## config.mk

```make
export PLATFORM = sky130hd
export DESIGN_NAME = dmacsr_regfile
export DESIGN_NICKNAME = d
export VERILOG_FILES = /design/src/rtl/dmacsr_pkg.sv /design/src/rtl/dmacsr_decode.sv /design/src/rtl/dmacsr_chan.sv /design/src/rtl/dmacsr_rdmux.sv /design/src/rtl/dmacsr_regfile.sv
export SDC_FILE = /design/constraint.sdc
export NUM_CORES = 1
export LEC_CHECK = 0
export CORE_MARGIN = 5
export CORE_UTILIZATION = 35
export CTS_CLUSTER_SIZE = 14
export DETAILED_ROUTE_END_ITERATION = 8
export HOLD_SLACK_MARGIN = 0.06
export PLACE_DENSITY_LB_ADDON = 0.15
export SYNTH_ARGS = -nofsm -noshare
export SYNTH_HDL_FRONTEND = slang
export SYNTH_SLANG_ARGS = --single-unit
export TNS_END_PERCENT = 20
```

## constraint.sdc

```tcl
create_clock -name clk -period 2.1 [get_ports clk]
set_input_delay 0.42 -clock clk [delete_from_list [all_inputs] [get_ports clk]]
set_output_delay 0.42 -clock clk [all_outputs]
set_load 0.005 [all_outputs]
```

## src/rtl/dmacsr_pkg.sv

```systemverilog
package dmacsr_pkg;

    localparam int DATA_W  = 32;
    localparam int STAT_W  = 16;
    localparam int IDX_W   = 5;
    localparam int SEL_N   = 3;

    localparam logic [IDX_W-1:0] IDX_CTRL   = 5'd0;
    localparam logic [IDX_W-1:0] IDX_STAT   = 5'd1;
    localparam logic [IDX_W-1:0] IDX_PTR    = 5'd3;
    localparam logic [IDX_W-1:0] IDX_SEL_IQ = 5'd4;
    localparam logic [IDX_W-1:0] IDX_SEL_BR = 5'd5;
    localparam logic [IDX_W-1:0] IDX_SEL_WT = 5'd6;

    localparam int B_RUN    = 15;
    localparam int B_PAUSE  = 14;
    localparam int B_FLUSH  = 13;
    localparam int B_WAKE   = 12;
    localparam int B_DEAD   = 11;
    localparam int B_ACTIVE = 10;

    localparam logic [STAT_W-1:0] HOST_BITS = 16'hF0FF;

    typedef enum logic {
        RD_IDLE,
        RD_RESP
    } rd_state_e;

    // masked merge followed by the derived-flag rules, in their fixed order
    function automatic logic [STAT_W-1:0] ctl_apply(
        input logic [STAT_W-1:0] prev,
        input logic [DATA_W-1:0] wd
    );
        logic [STAT_W-1:0] en;
        logic [STAT_W-1:0] s;
        en = wd[DATA_W-1:STAT_W] & HOST_BITS;
        s  = (wd[STAT_W-1:0] & en) | (prev & ~en);
        if (s[B_WAKE])  s[B_ACTIVE] = 1'b1;
        if (s[B_RUN]) begin
            s[B_ACTIVE] = 1'b1;
            s[B_DEAD]   = 1'b0;
        end
        if (s[B_PAUSE]) s[B_ACTIVE] = 1'b0;
        if (prev[B_RUN] && !s[B_RUN]) begin
            s[B_ACTIVE] = 1'b0;
            s[B_DEAD]   = 1'b0;
        end
        return s;
    endfunction

endpackage

```

## src/rtl/dmacsr_decode.sv

```systemverilog
module dmacsr_decode
    import dmacsr_pkg::*;
#(
    parameter int NUM_CH = 4,
    parameter int CH_W   = 2
) (
    input  logic                       bus_wr,
    input  logic [CH_W+6:2]            bus_addr,
    output logic [CH_W-1:0]            ch_idx,
    output logic [IDX_W-1:0]           reg_idx,
    output logic [NUM_CH-1:0]          ctl_wr,
    output logic [NUM_CH-1:0]          ptr_wr,
    output logic [NUM_CH-1:0][SEL_N-1:0] sel_wr
);

    assign ch_idx  = bus_addr[CH_W+6:7];
    assign reg_idx = bus_addr[6:2];

    for (genvar c = 0; c < NUM_CH; c++) begin : g_ch
        logic hit;
        assign hit       = bus_wr && (ch_idx == CH_W'(c));
        assign ctl_wr[c] = hit && (reg_idx == IDX_CTRL);
        assign ptr_wr[c] = hit && (reg_idx == IDX_PTR);
        for (genvar k = 0; k < SEL_N; k++) begin : g_sel
            assign sel_wr[c][k] = hit && (reg_idx == IDX_SEL_IQ + IDX_W'(k));
        end
    end

endmodule

```

## src/rtl/dmacsr_chan.sv

```systemverilog
module dmacsr_chan
    import dmacsr_pkg::*;
(
    input  logic                          clk,
    input  logic                          rst_n,
    input  logic                          ctl_wr,
    input  logic                          ptr_wr,
    input  logic [SEL_N-1:0]              sel_wr,
    input  logic [DATA_W-1:0]             wdata,
    input  logic                          kill,
    output logic [STAT_W-1:0]             status,
    output logic [DATA_W-1:0]             cmd_ptr,
    output logic [SEL_N-1:0][DATA_W-1:0]  sel_val,
    output logic                          run_req,
    output logic                          flush_req,
    output logic                          fetch_req
);

    logic [STAT_W-1:0]            status_q, status_d;
    logic [DATA_W-1:0]            ptr_q;
    logic [SEL_N-1:0][DATA_W-1:0] sel_q;
    logic                         flush_q, fetch_q;
    logic                         busy, ptr_ok;

    assign busy   = status_q[B_RUN] | status_q[B_ACTIVE];
    assign ptr_ok = ptr_wr & ~busy;

    always_comb begin
        status_d = status_q;
        if (kill) begin
            status_d[B_DEAD]   = 1'b1;
            status_d[B_ACTIVE] = 1'b0;
        end
        if (ctl_wr) status_d = ctl_apply(status_d, wdata);
    end

    always_ff @(posedge clk or negedge rst_n) begin
        if (!rst_n) begin
            status_q <= '0;
            ptr_q    <= '0;
            sel_q    <= '0;
            flush_q  <= 1'b0;
            fetch_q  <= 1'b0;
        end else begin
            status_q <= status_d;
            flush_q  <= ctl_wr & status_d[B_FLUSH];
            fetch_q  <= ptr_ok;
            if (ptr_ok) ptr_q <= {wdata[DATA_W-1:4], 4'b0000};
            for (int k = 0; k < SEL_N; k++) begin
                if (sel_wr[k]) sel_q[k] <= wdata;
            end
        end
    end

    assign status    = status_q;
    assign cmd_ptr   = ptr_q;
    assign sel_val   = sel_q;
    assign run_req   = status_q[B_RUN] & status_q[B_ACTIVE];
    assign flush_req = flush_q;
    assign fetch_req = fetch_q;

    AST_FLUSH_AFTER_CTL: assert property (@(posedge clk) disable iff (!rst_n)
        flush_q |-> $past(ctl_wr));
    AST_FETCH_ONLY_IDLE: assert property (@(posedge clk) disable iff (!rst_n)
        fetch_q |-> ($past(ptr_wr) && !$past(busy)));
    AST_PTR_HELD_BUSY: assert property (@(posedge clk) disable iff (!rst_n)
        busy |=> $stable(ptr_q));
    AST_RUN_FALL_CLEAN: assert property (@(posedge clk) disable iff (!rst_n)
        $fell(status_q[B_RUN]) |-> (!status_q[B_ACTIVE] && !status_q[B_DEAD]));
    AST_PAUSE_IDLE: assert property (@(posedge clk) disable iff (!rst_n)
        ($past(ctl_wr) && status_q[B_PAUSE]) |-> !status_q[B_ACTIVE]);
    AST_KILL_DEAD: assert property (@(posedge clk) disable iff (!rst_n)
        (kill && !ctl_wr) |=> (status_q[B_DEAD] && !status_q[B_ACTIVE]));

endmodule

```

## src/rtl/dmacsr_rdmux.sv

```systemverilog
module dmacsr_rdmux
    import dmacsr_pkg::*;
#(
    parameter int NUM_CH = 4,
    parameter int CH_W   = 2
) (
    input  logic                                  clk,
    input  logic                                  rst_n,
    input  logic                                  rd_en,
    input  logic [CH_W-1:0]                       ch_idx,
    input  logic [IDX_W-1:0]                      reg_idx,
    input  logic [NUM_CH-1:0][STAT_W-1:0]         stat_all,
    input  logic [NUM_CH-1:0][DATA_W-1:0]         ptr_all,
    input  logic [NUM_CH-1:0][SEL_N-1:0][DATA_W-1:0] sel_all,
    output logic [DATA_W-1:0]                     rdata,
    output logic                                  rvalid
);

    rd_state_e         state_q, state_d;
    logic [DATA_W-1:0] word_d, word_q;

    always_comb begin
        word_d = '0;
        if (32'(ch_idx) < NUM_CH) begin
            unique case (reg_idx)
                IDX_STAT:   word_d = {{(DATA_W-STAT_W){1'b0}}, stat_all[ch_idx]};
                IDX_PTR:    word_d = ptr_all[ch_idx];
                IDX_SEL_IQ: word_d = sel_all[ch_idx][0];
                IDX_SEL_BR: word_d = sel_all[ch_idx][1];
                IDX_SEL_WT: word_d = sel_all[ch_idx][2];
                default:    word_d = '0;
            endcase
        end
    end

    always_comb begin
        unique case (state_q)
            RD_IDLE: state_d = rd_en ? RD_RESP : RD_IDLE;
            RD_RESP: state_d = rd_en ? RD_RESP : RD_IDLE;
            default: state_d = RD_IDLE;
        endcase
    end

    always_ff @(posedge clk or negedge rst_n) begin
        if (!rst_n) begin
            state_q <= RD_IDLE;
            word_q  <= '0;
        end else begin
            state_q <= state_d;
            if (rd_en) word_q <= word_d;
        end
    end

    always_comb begin
        rvalid = 1'b0;
        rdata  = '0;
        unique case (state_q)
            RD_IDLE: ;
            RD_RESP: begin
                rvalid = 1'b1;
                rdata  = word_q;
            end
            default: ;
        endcase
    end

    AST_RVALID_LATENCY: assert property (@(posedge clk) disable iff (!rst_n)
        rvalid |-> $past(rd_en));
    AST_CTRL_READS_ZERO: assert property (@(posedge clk) disable iff (!rst_n)
        (rvalid && $past(rd_en && reg_idx == IDX_CTRL)) |-> (rdata == '0));

endmodule

```

## src/rtl/dmacsr_regfile.sv

```systemverilog
module dmacsr_regfile
    import dmacsr_pkg::*;
#(
    parameter int NUM_CH = 4,
    parameter int CH_W   = (NUM_CH > 1) ? $clog2(NUM_CH) : 1
) (
    input  logic              clk,
    input  logic              rst_n,
    input  logic              bus_wr,
    input  logic              bus_rd,
    input  logic [CH_W+6:2]   bus_addr,
    input  logic [31:0]       bus_wdata,
    output logic [31:0]       bus_rdata,
    output logic              bus_rvalid,
    input  logic [NUM_CH-1:0] chan_kill,
    output logic [NUM_CH-1:0] run_req,
    output logic [NUM_CH-1:0] flush_req,
    output logic [NUM_CH-1:0] fetch_req,
    output logic [31:0]       fetch_addr
);

    logic [CH_W-1:0]                         ch_idx;
    logic [IDX_W-1:0]                        reg_idx;
    logic [NUM_CH-1:0]                       ctl_wr, ptr_wr;
    logic [NUM_CH-1:0][SEL_N-1:0]            sel_wr;
    logic [NUM_CH-1:0][STAT_W-1:0]           stat_all;
    logic [NUM_CH-1:0][DATA_W-1:0]           ptr_all;
    logic [NUM_CH-1:0][SEL_N-1:0][DATA_W-1:0] sel_all;

    dmacsr_decode #(.NUM_CH(NUM_CH), .CH_W(CH_W)) u_dec (
        .bus_wr  (bus_wr),
        .bus_addr(bus_addr),
        .ch_idx  (ch_idx),
        .reg_idx (reg_idx),
        .ctl_wr  (ctl_wr),
        .ptr_wr  (ptr_wr),
        .sel_wr  (sel_wr)
    );

    for (genvar c = 0; c < NUM_CH; c++) begin : g_chan
        dmacsr_chan u_chan (
            .clk      (clk),
            .rst_n    (rst_n),
            .ctl_wr   (ctl_wr[c]),
            .ptr_wr   (ptr_wr[c]),
            .sel_wr   (sel_wr[c]),
            .wdata    (bus_wdata),
            .kill     (chan_kill[c]),
            .status   (stat_all[c]),
            .cmd_ptr  (ptr_all[c]),
            .sel_val  (sel_all[c]),
            .run_req  (run_req[c]),
            .flush_req(flush_req[c]),
            .fetch_req(fetch_req[c])
        );
    end

    always_comb begin
        fetch_addr = '0;
        for (int c = 0; c < NUM_CH; c++) begin
            if (fetch_req[c]) fetch_addr = fetch_addr | ptr_all[c];
        end
    end

    dmacsr_rdmux #(.NUM_CH(NUM_CH), .CH_W(CH_W)) u_rd (
        .clk     (clk),
        .rst_n   (rst_n),
        .rd_en   (bus_rd),
        .ch_idx  (ch_idx),
        .reg_idx (reg_idx),
        .stat_all(stat_all),
        .ptr_all (ptr_all),
        .sel_all (sel_all),
        .rdata   (bus_rdata),
        .rvalid  (bus_rvalid)
    );

    AST_FETCH_ONEHOT: assert property (@(posedge clk) disable iff (!rst_n)
        $onehot0(fetch_req));
    AST_RUNREQ_IDLE_AFTER_RESET: assert property (@(posedge clk)
        !rst_n |=> (run_req == '0 && flush_req == '0));

endmodule

```

# ---- After elaboration in Yosys (flattened, before gate mapping)
# Cells that the tools add are included.
dict set report classes {
  order_cmp 1
  eq_ne 8
  muxes 38
  n_bitwise 33
  n_reduce_logical 34
}
# op count
set op_table {}
lappend op_table {{binary-select mux 96 bit (select 2 bit)} 1}
lappend op_table {{two-way mux 32 bit} 6}
lappend op_table {{one-hot mux 32 bit (5 select lines)} 1}
lappend op_table {{two-way mux 96 bit} 1}
lappend op_table {{OR 32 bit} 3}
lappend op_table {{AND 16 bit} 5}
lappend op_table {{binary-select mux 32 bit (select 2 bit)} 1}
lappend op_table {{OR 16 bit} 4}
lappend op_table {{two-way mux 14 bit} 4}
lappend op_table {{binary-select mux 16 bit (select 2 bit)} 1}
lappend op_table {{logical AND 1 bit} 28}
lappend op_table {{two-way mux 2 bit} 12}
lappend op_table {{two-way mux 16 bit} 1}
lappend op_table {{inverter 16 bit} 1}
lappend op_table {{== test 5 x 3 -> 1 bit (second input constant)} 3}
lappend op_table {{AND 1 bit} 12}
lappend op_table {{two-way mux 1 bit} 10}
lappend op_table {{== test 5 x 1 -> 1 bit (second input constant)} 1}
lappend op_table {{== test 5 x 2 -> 1 bit (second input constant)} 1}
lappend op_table {{logical NOT 5 bit} 1}
lappend op_table {{== test 2 bit (second input constant)} 2}
lappend op_table {{logical NOT 1 bit} 4}
lappend op_table {{inverter 1 bit} 4}
lappend op_table {{OR 1 bit} 4}
lappend op_table {{other kinds (3)} 3}
dict set report word_totals {
  regBits 601
  inputBits 47
  elab_cells 148
}

# ---- Logic depth before layout (Yosys ltp)
dict set report depth {
  word_depth 9
  depth_mapped 7
  depth_no_buf 4
}

# ---- Cells and area by module
# Synthesis repeated with hierarchy kept, for this count alone.
dict set report unflattened {
  cells_unflattened 1882
  area_unflattened_um2 27896.8
}
# module instances cells_each area_each_um2 seq_area_each_um2
set modules_own_cells {}
lappend modules_own_cells {dmacsr_chan 4 326 5325.1 3503.4}
lappend modules_own_cells {dmacsr_rdmux 1 428 5609.1 825.8}
lappend modules_own_cells {dmacsr_regfile 1 108 698.2 0.0}
lappend modules_own_cells {dmacsr_decode 1 42 289.0 0.0}

# ---- Worst setup path after synthesis
# Ideal clock, no wire load.
dict set report synth_timing {
  path_type {input port to flip-flop}
  start {input bus_addr[7] (netlist name)}
  end {register u_rd.word_q[27]}
  setup_time_ns 0.141
  t_arrival_ns 1.779
  required_ns 1.959
  setup_slack_ns 0.180
  cell_stages 6
  path_buffers 3
  path_cell_list {buf_2 buf_2 buf_4 mux4_2 a22oi_1 a31oi_1}
}
dict set report synth_between {
  elab_chain_len 3
  word_cells_on_any_way 5
}
# element line
set synth_rtl {}
lappend synth_rtl {{from (decl)} dmacsr_regfile.sv:11} ;# input logic [CH_W+6:2] bus_addr,
lappend synth_rtl {{binary-select mux 96 bit (select 2 bit) or binary-select mux 32 bit (select 2 bit) (tied branches)} --}
lappend synth_rtl {{two-way mux 96 bit (not written as such) or two-way mux 32 bit (tied branches)} {dmacsr_rdmux.sv:28, dmacsr_rdmux.sv:27}}
lappend synth_rtl {{one-hot mux 32 bit (5 select lines) *} dmacsr_rdmux.sv:25} ;# unique case (reg_idx)
lappend synth_rtl {{to (signal assigned)} dmacsr_rdmux.sv:50} ;# if (rd_en) word_q <= word_d;
lappend synth_rtl {{to (decl)} dmacsr_rdmux.sv:20} ;# logic [DATA_W-1:0] word_d, word_q;
# Every way passes the cells marked *; elsewhere a longest branch is shown, timed or not. The select of a mux whose other input is x is not followed.
# A chain may end at the register's enable or synchronous reset.

# ---- Final worst setup path
dict set report layout_timing {
  start {register g_chan[0].u_chan.fetch_q}
  end {output fetch_addr[25]}
}
dict set report layout_between {
  elab_chain_len 7
}
# element line
set layout_rtl {}
lappend layout_rtl {{from (decl)} dmacsr_chan.sv:22} ;# logic flush_q, fetch_q;
lappend layout_rtl {{from (signal assigned)} dmacsr_chan.sv:47} ;# fetch_q <= ptr_ok;
lappend layout_rtl {{two-way mux 32 bit *} dmacsr_regfile.sv:61} ;# if (fetch_req[c]) fetch_addr = fetch_addr | ptr_all[c];
lappend layout_rtl {{OR 32 bit} dmacsr_regfile.sv:61}
lappend layout_rtl {{two-way mux 32 bit *} dmacsr_regfile.sv:61}
lappend layout_rtl {{OR 32 bit} dmacsr_regfile.sv:61}
lappend layout_rtl {{two-way mux 32 bit *} dmacsr_regfile.sv:61}
lappend layout_rtl {{OR 32 bit} dmacsr_regfile.sv:61}
lappend layout_rtl {{two-way mux 32 bit *} dmacsr_regfile.sv:61}
lappend layout_rtl {{to (decl)} dmacsr_regfile.sv:19} ;# output logic [31:0] fetch_addr
# Every way passes the cells marked *; elsewhere a longest branch is shown, timed or not.

==> impl_metrics.tcl <==
set metrics [dict create \
    place.gp.congestion 0.7749 \
    final_nets 2092 \
    syn_area_um2 27460 \
    fp.coreArea_um2 77590 \
    antenna_found_initial 2 \
    grt_usage 0.1883 \
    clock_path_buffers 3 \
    min_to "u_rd.state_q$_DFF_PN0_" \
    worstPathRequired_ns 1.68 \
    ys_warn_count 0 \
    drc 0 \
    max_stage_delay_ns 0.49 \
    cts_tree "yes" \
    grt_pass1_wl_um 121600 \
    cts_made_buffers 70 \
    violations "negative setup slack" \
    syn_area_per_cell_um2 14.61 \
    postRouteAntennaNets 0 \
    cp-start-kind "flop" \
    timing.rr.end "u_rd.word_q[10]$_DFFE_PN0P_" \
    finalCriticalPeriod_ns 2.208 \
    clk_latency_ns 0.61 \
    layout_commonest_cell "dfrtp_1" \
    fp.dieW_um 290.1 \
    netlist-cell-type-count 34 \
    critPathKind "reg -> out" \
    routed_wirelength_um 79430 \
    min_path_cells 1 \
    rsz0062_at_grt "true" \
    synth_seq_cells 593 \
    area_delta_synth_final_pct 22.33 \
    fmaxAchievable_mhz 452.9 \
    dpl_worst_slack_ns -0.5813 \
    postSynthCellCount 1879 \
    diodes 0 \
    mostFrequentLayoutCells "dfrtp_1 (587), mux2_2 (518), mux4_2 (138)" \
    die_area_um2 84150 \
    hp-class "in -> reg" \
    die_h_um 290.1 \
    yosys.area_share.simple 0.03878 \
    finalPower_mw 27.22 \
    cp-end-kind "output pin" \
    grt_pass1_vias 18324 \
    yosys-mux-area-fraction 0.3379 \
    max_slew_margin 0.5748 \
    n_fill_cell 7136 \
    arrival_ns 1.79 \
    ios 124 \
    synthArstFlopShare 1.000 \
    overflow 0 \
    hold_start "bus_rd" \
    reg2reg_depth 4 \
    path_common_cell "buf_8" \
    powerDensity_nw_per_um2 810.5 \
    initial_core_util 0.3539 \
    fin_util 0.4329 \
    r2r_slack_ns 0.51 \
    setup_viol 27 \
    place.port_buffers 119 \
    clock_skew_ns 0.02267 \
    drv_slew 0 \
    clock-sinks 593 \
    timing.final.hold_violations 0 \
    multiInputGateArea_um2 11960 \
    p_leak_nw 15.81 \
    seq_area_frac_synth 0.5404 \
    path_max_fanout 5 \
    synth_xor_area_frac 0 \
    cts.clk_slew.worst_paths_ns 0.06 \
    peakVddDrop_uv 451.9 \
    routed-via-count 16837 \
    htree_levels 3 \
    reg2reg_from "g_chan[3].u_chan.status[10]$_DFF_PN0_" \
    cts-root-buf "clkbuf_16" \
    wire_per_inst_um 25.33 \
    worstPathCellList "buf_8, buf_8, a22oi_2, nand2_1, buf_2" \
    cp_slowest_cell "dfrtp_2" \
    dp_hpwl_um 51210 \
    drtIter0Drc 953 \
    status "finished with violations" \
    maxCapViolCount 0 \
    synth_top_family_by_area "multiplexers" \
    grt_max_degree 78 \
    drive_gt1_frac 0.5205 \
    seq_area_um2 14850 \
    worstMarginPinSlew_ns 0.6359 \
    post-route-worst-setup-slack_ns -0.1079 \
    synth_adder_area_share 0 \
    synth_ff_type "dfrtp_1" \
    drt-vias-per-instance 5.369 \
    first_pass_iters 5 \
    synth_edf_count 0 \
    fp-row-count 102 \
    period_share 1.051 \
    synth_compound_area_frac 0.04598 \
]
-- worst max-delay path, delay by kind of cell, from the launching register on --
kind / cells / cell delay [ns]
AOI/OAI and AO/OA: 1 / 0.15
buffers and inverters: 3 / 0.45
and+or+nand+nor: 1 / 0.09
DFF: 1 / 0.49
-- sequential cells by signal (all words and copies together), names as in the netlist, named ones only --
name / cells
g_chan.u_chan.cmd_ptr: 112
g_chan.u_chan.fetch_req: 4
g_chan.u_chan.flush_req: 4
g_chan.u_chan.sel_val: 384
g_chan.u_chan.status: 24
u_rd.state_q: 1
u_rd.word_q: 32
-- through the flow --
step / instance area (um2) / setup TNS (ns) / instances / hold slack [ns]
2_1_floorplan: 27470 / 0 / 1882 / 0.1244
3_3_place_gp: 30850 / -263.96 / 2988 / 0.3977
3_5_place_dp: 30850 / -250.53 / 2988 / 0.3997
4_1_cts: 33670 / -5.147 / 3136 / 0.08813
5_1_grt: 33590 / -4.228 / 3136 / 0.1108
6_report: 33590 / -1.751 / 3136 / 0.1429
-- cell type report --
class,instances,area share
Clock buffer,111,0.06366
Multi-Input combinational cell,1087,0.3560
Sequential cell,593,0.4420
Clock inverter,12,0.003315
Inverter,4,0.0004470
Timing Repair Buffer,289,0.09581
Tap cell,1040,0.03874
-- cell families after synthesis --
logic type             Yosys count
multiplexers                   686
flip-flops                     593
AND/OR/NAND/NOR                223
buffers and inverters          202
AO/OA/AOI/OAI                  174
other                            1
-- metal layers --
| metal | track usage | vias to the layer above | wire [um] |
|---|---|---|---|
| met5 | 0 | - | 0 |
| met4 | 0.04639 | 0 | 1561 |
| met3 | 0.02975 | 85 | 3218 |
| met2 | 0.2980 | 353 | 37060 |
| met1 | 0.2738 | 9105 | 37590 |
| li1 | - | 7294 | - |
-- synth_stat cells (3+ instances only) --
| cell | count | area share |
|---|---|---|
| dfrtp_1 | 593 | 0.54 |
| mux2_2 | 518 | 0.21 |
| mux4_2 | 138 | 0.11 |
| a22oi_1 | 106 | 0.029 |
| nand2_1 | 103 | 0.014 |
| clkbuf_1 | 80 | 0.011 |
| buf_2 | 60 | 0.011 |
| and2_1 | 41 | 0.0093 |
| nor2_1 | 37 | 0.0051 |
| buf_4 | 35 | 0.0096 |
| mux2_1 | 29 | 0.012 |
| a31oi_1 | 23 | 0.0052 |
| buf_1 | 17 | 0.0023 |
| and3_1 | 16 | 0.0036 |
| a21oi_1 | 11 | 0.0020 |
| a41oi_1 | 10 | 0.0032 |
| nor2b_1 | 10 | 0.0023 |
| buf_6 | 6 | 0.0025 |
| nand2b_1 | 6 | 0.0014 |
| o21ai_0 | 5 | 0.00091 |
| a21boi_0 | 4 | 0.0011 |
| a32oi_1 | 4 | 0.0013 |
| inv_1 | 4 | 0.00055 |
| nand3_1 | 4 | 0.00073 |
| o21a_1 | 4 | 0.0011 |
| a221oi_1 | 3 | 0.00096 |
| and3b_1 | 3 | 0.00096 |
| o41ai_1 | 3 | 0.00096 |
-- where the power goes --
| group | total [mW] | internal [mW] | switching, mW |
|---|---|---|---|
| clock | 11.8 | 7.10 | 4.73 |
| combinational | 2.60 | 1.43 | 1.17 |
| sequential | 12.8 | 12.3 | 0.490 |
-- how the worst max path moves through the flow --
| stage | from | end | slack (ns) | depth (start not counted) |
|---|---|---|---|---|
| 6_report | g_chan[0].u_chan.fetch_req$_DFF_PN0_ | fetch_addr[25] | -0.11 | 5 |
| 5_1_grt | g_chan[2].u_chan.fetch_req$_DFF_PN0_ | fetch_addr[25] | -0.18 | 5 |
| 4_1_cts | g_chan[0].u_chan.fetch_req$_DFF_PN0_ | fetch_addr[15] | -0.21 | 5 |
| 3_5_place_dp | bus_addr[4] | g_chan[1].u_chan.sel_val[91]$_DFFE_PN0P_ | -0.58 | 7 |
| 3_3_place_gp | bus_addr[4] | g_chan[1].u_chan.sel_val[89]$_DFFE_PN0P_ | -0.60 | 7 |
| 2_1_floorplan | bus_addr[7] | u_rd.word_q[27]$_DFFE_PN0P_ | 0.18 | 6 |
-- timing repair --
action,in CTS,in global routing
hold endpoints to repair,31,0
pin swaps,35,26
gates cloned,4,0
gates resized for setup,334,36
hold buffers,1,0
buffers inserted,20,4
setup endpoints to repair,69,337
(Power assumes the default switching activity.)
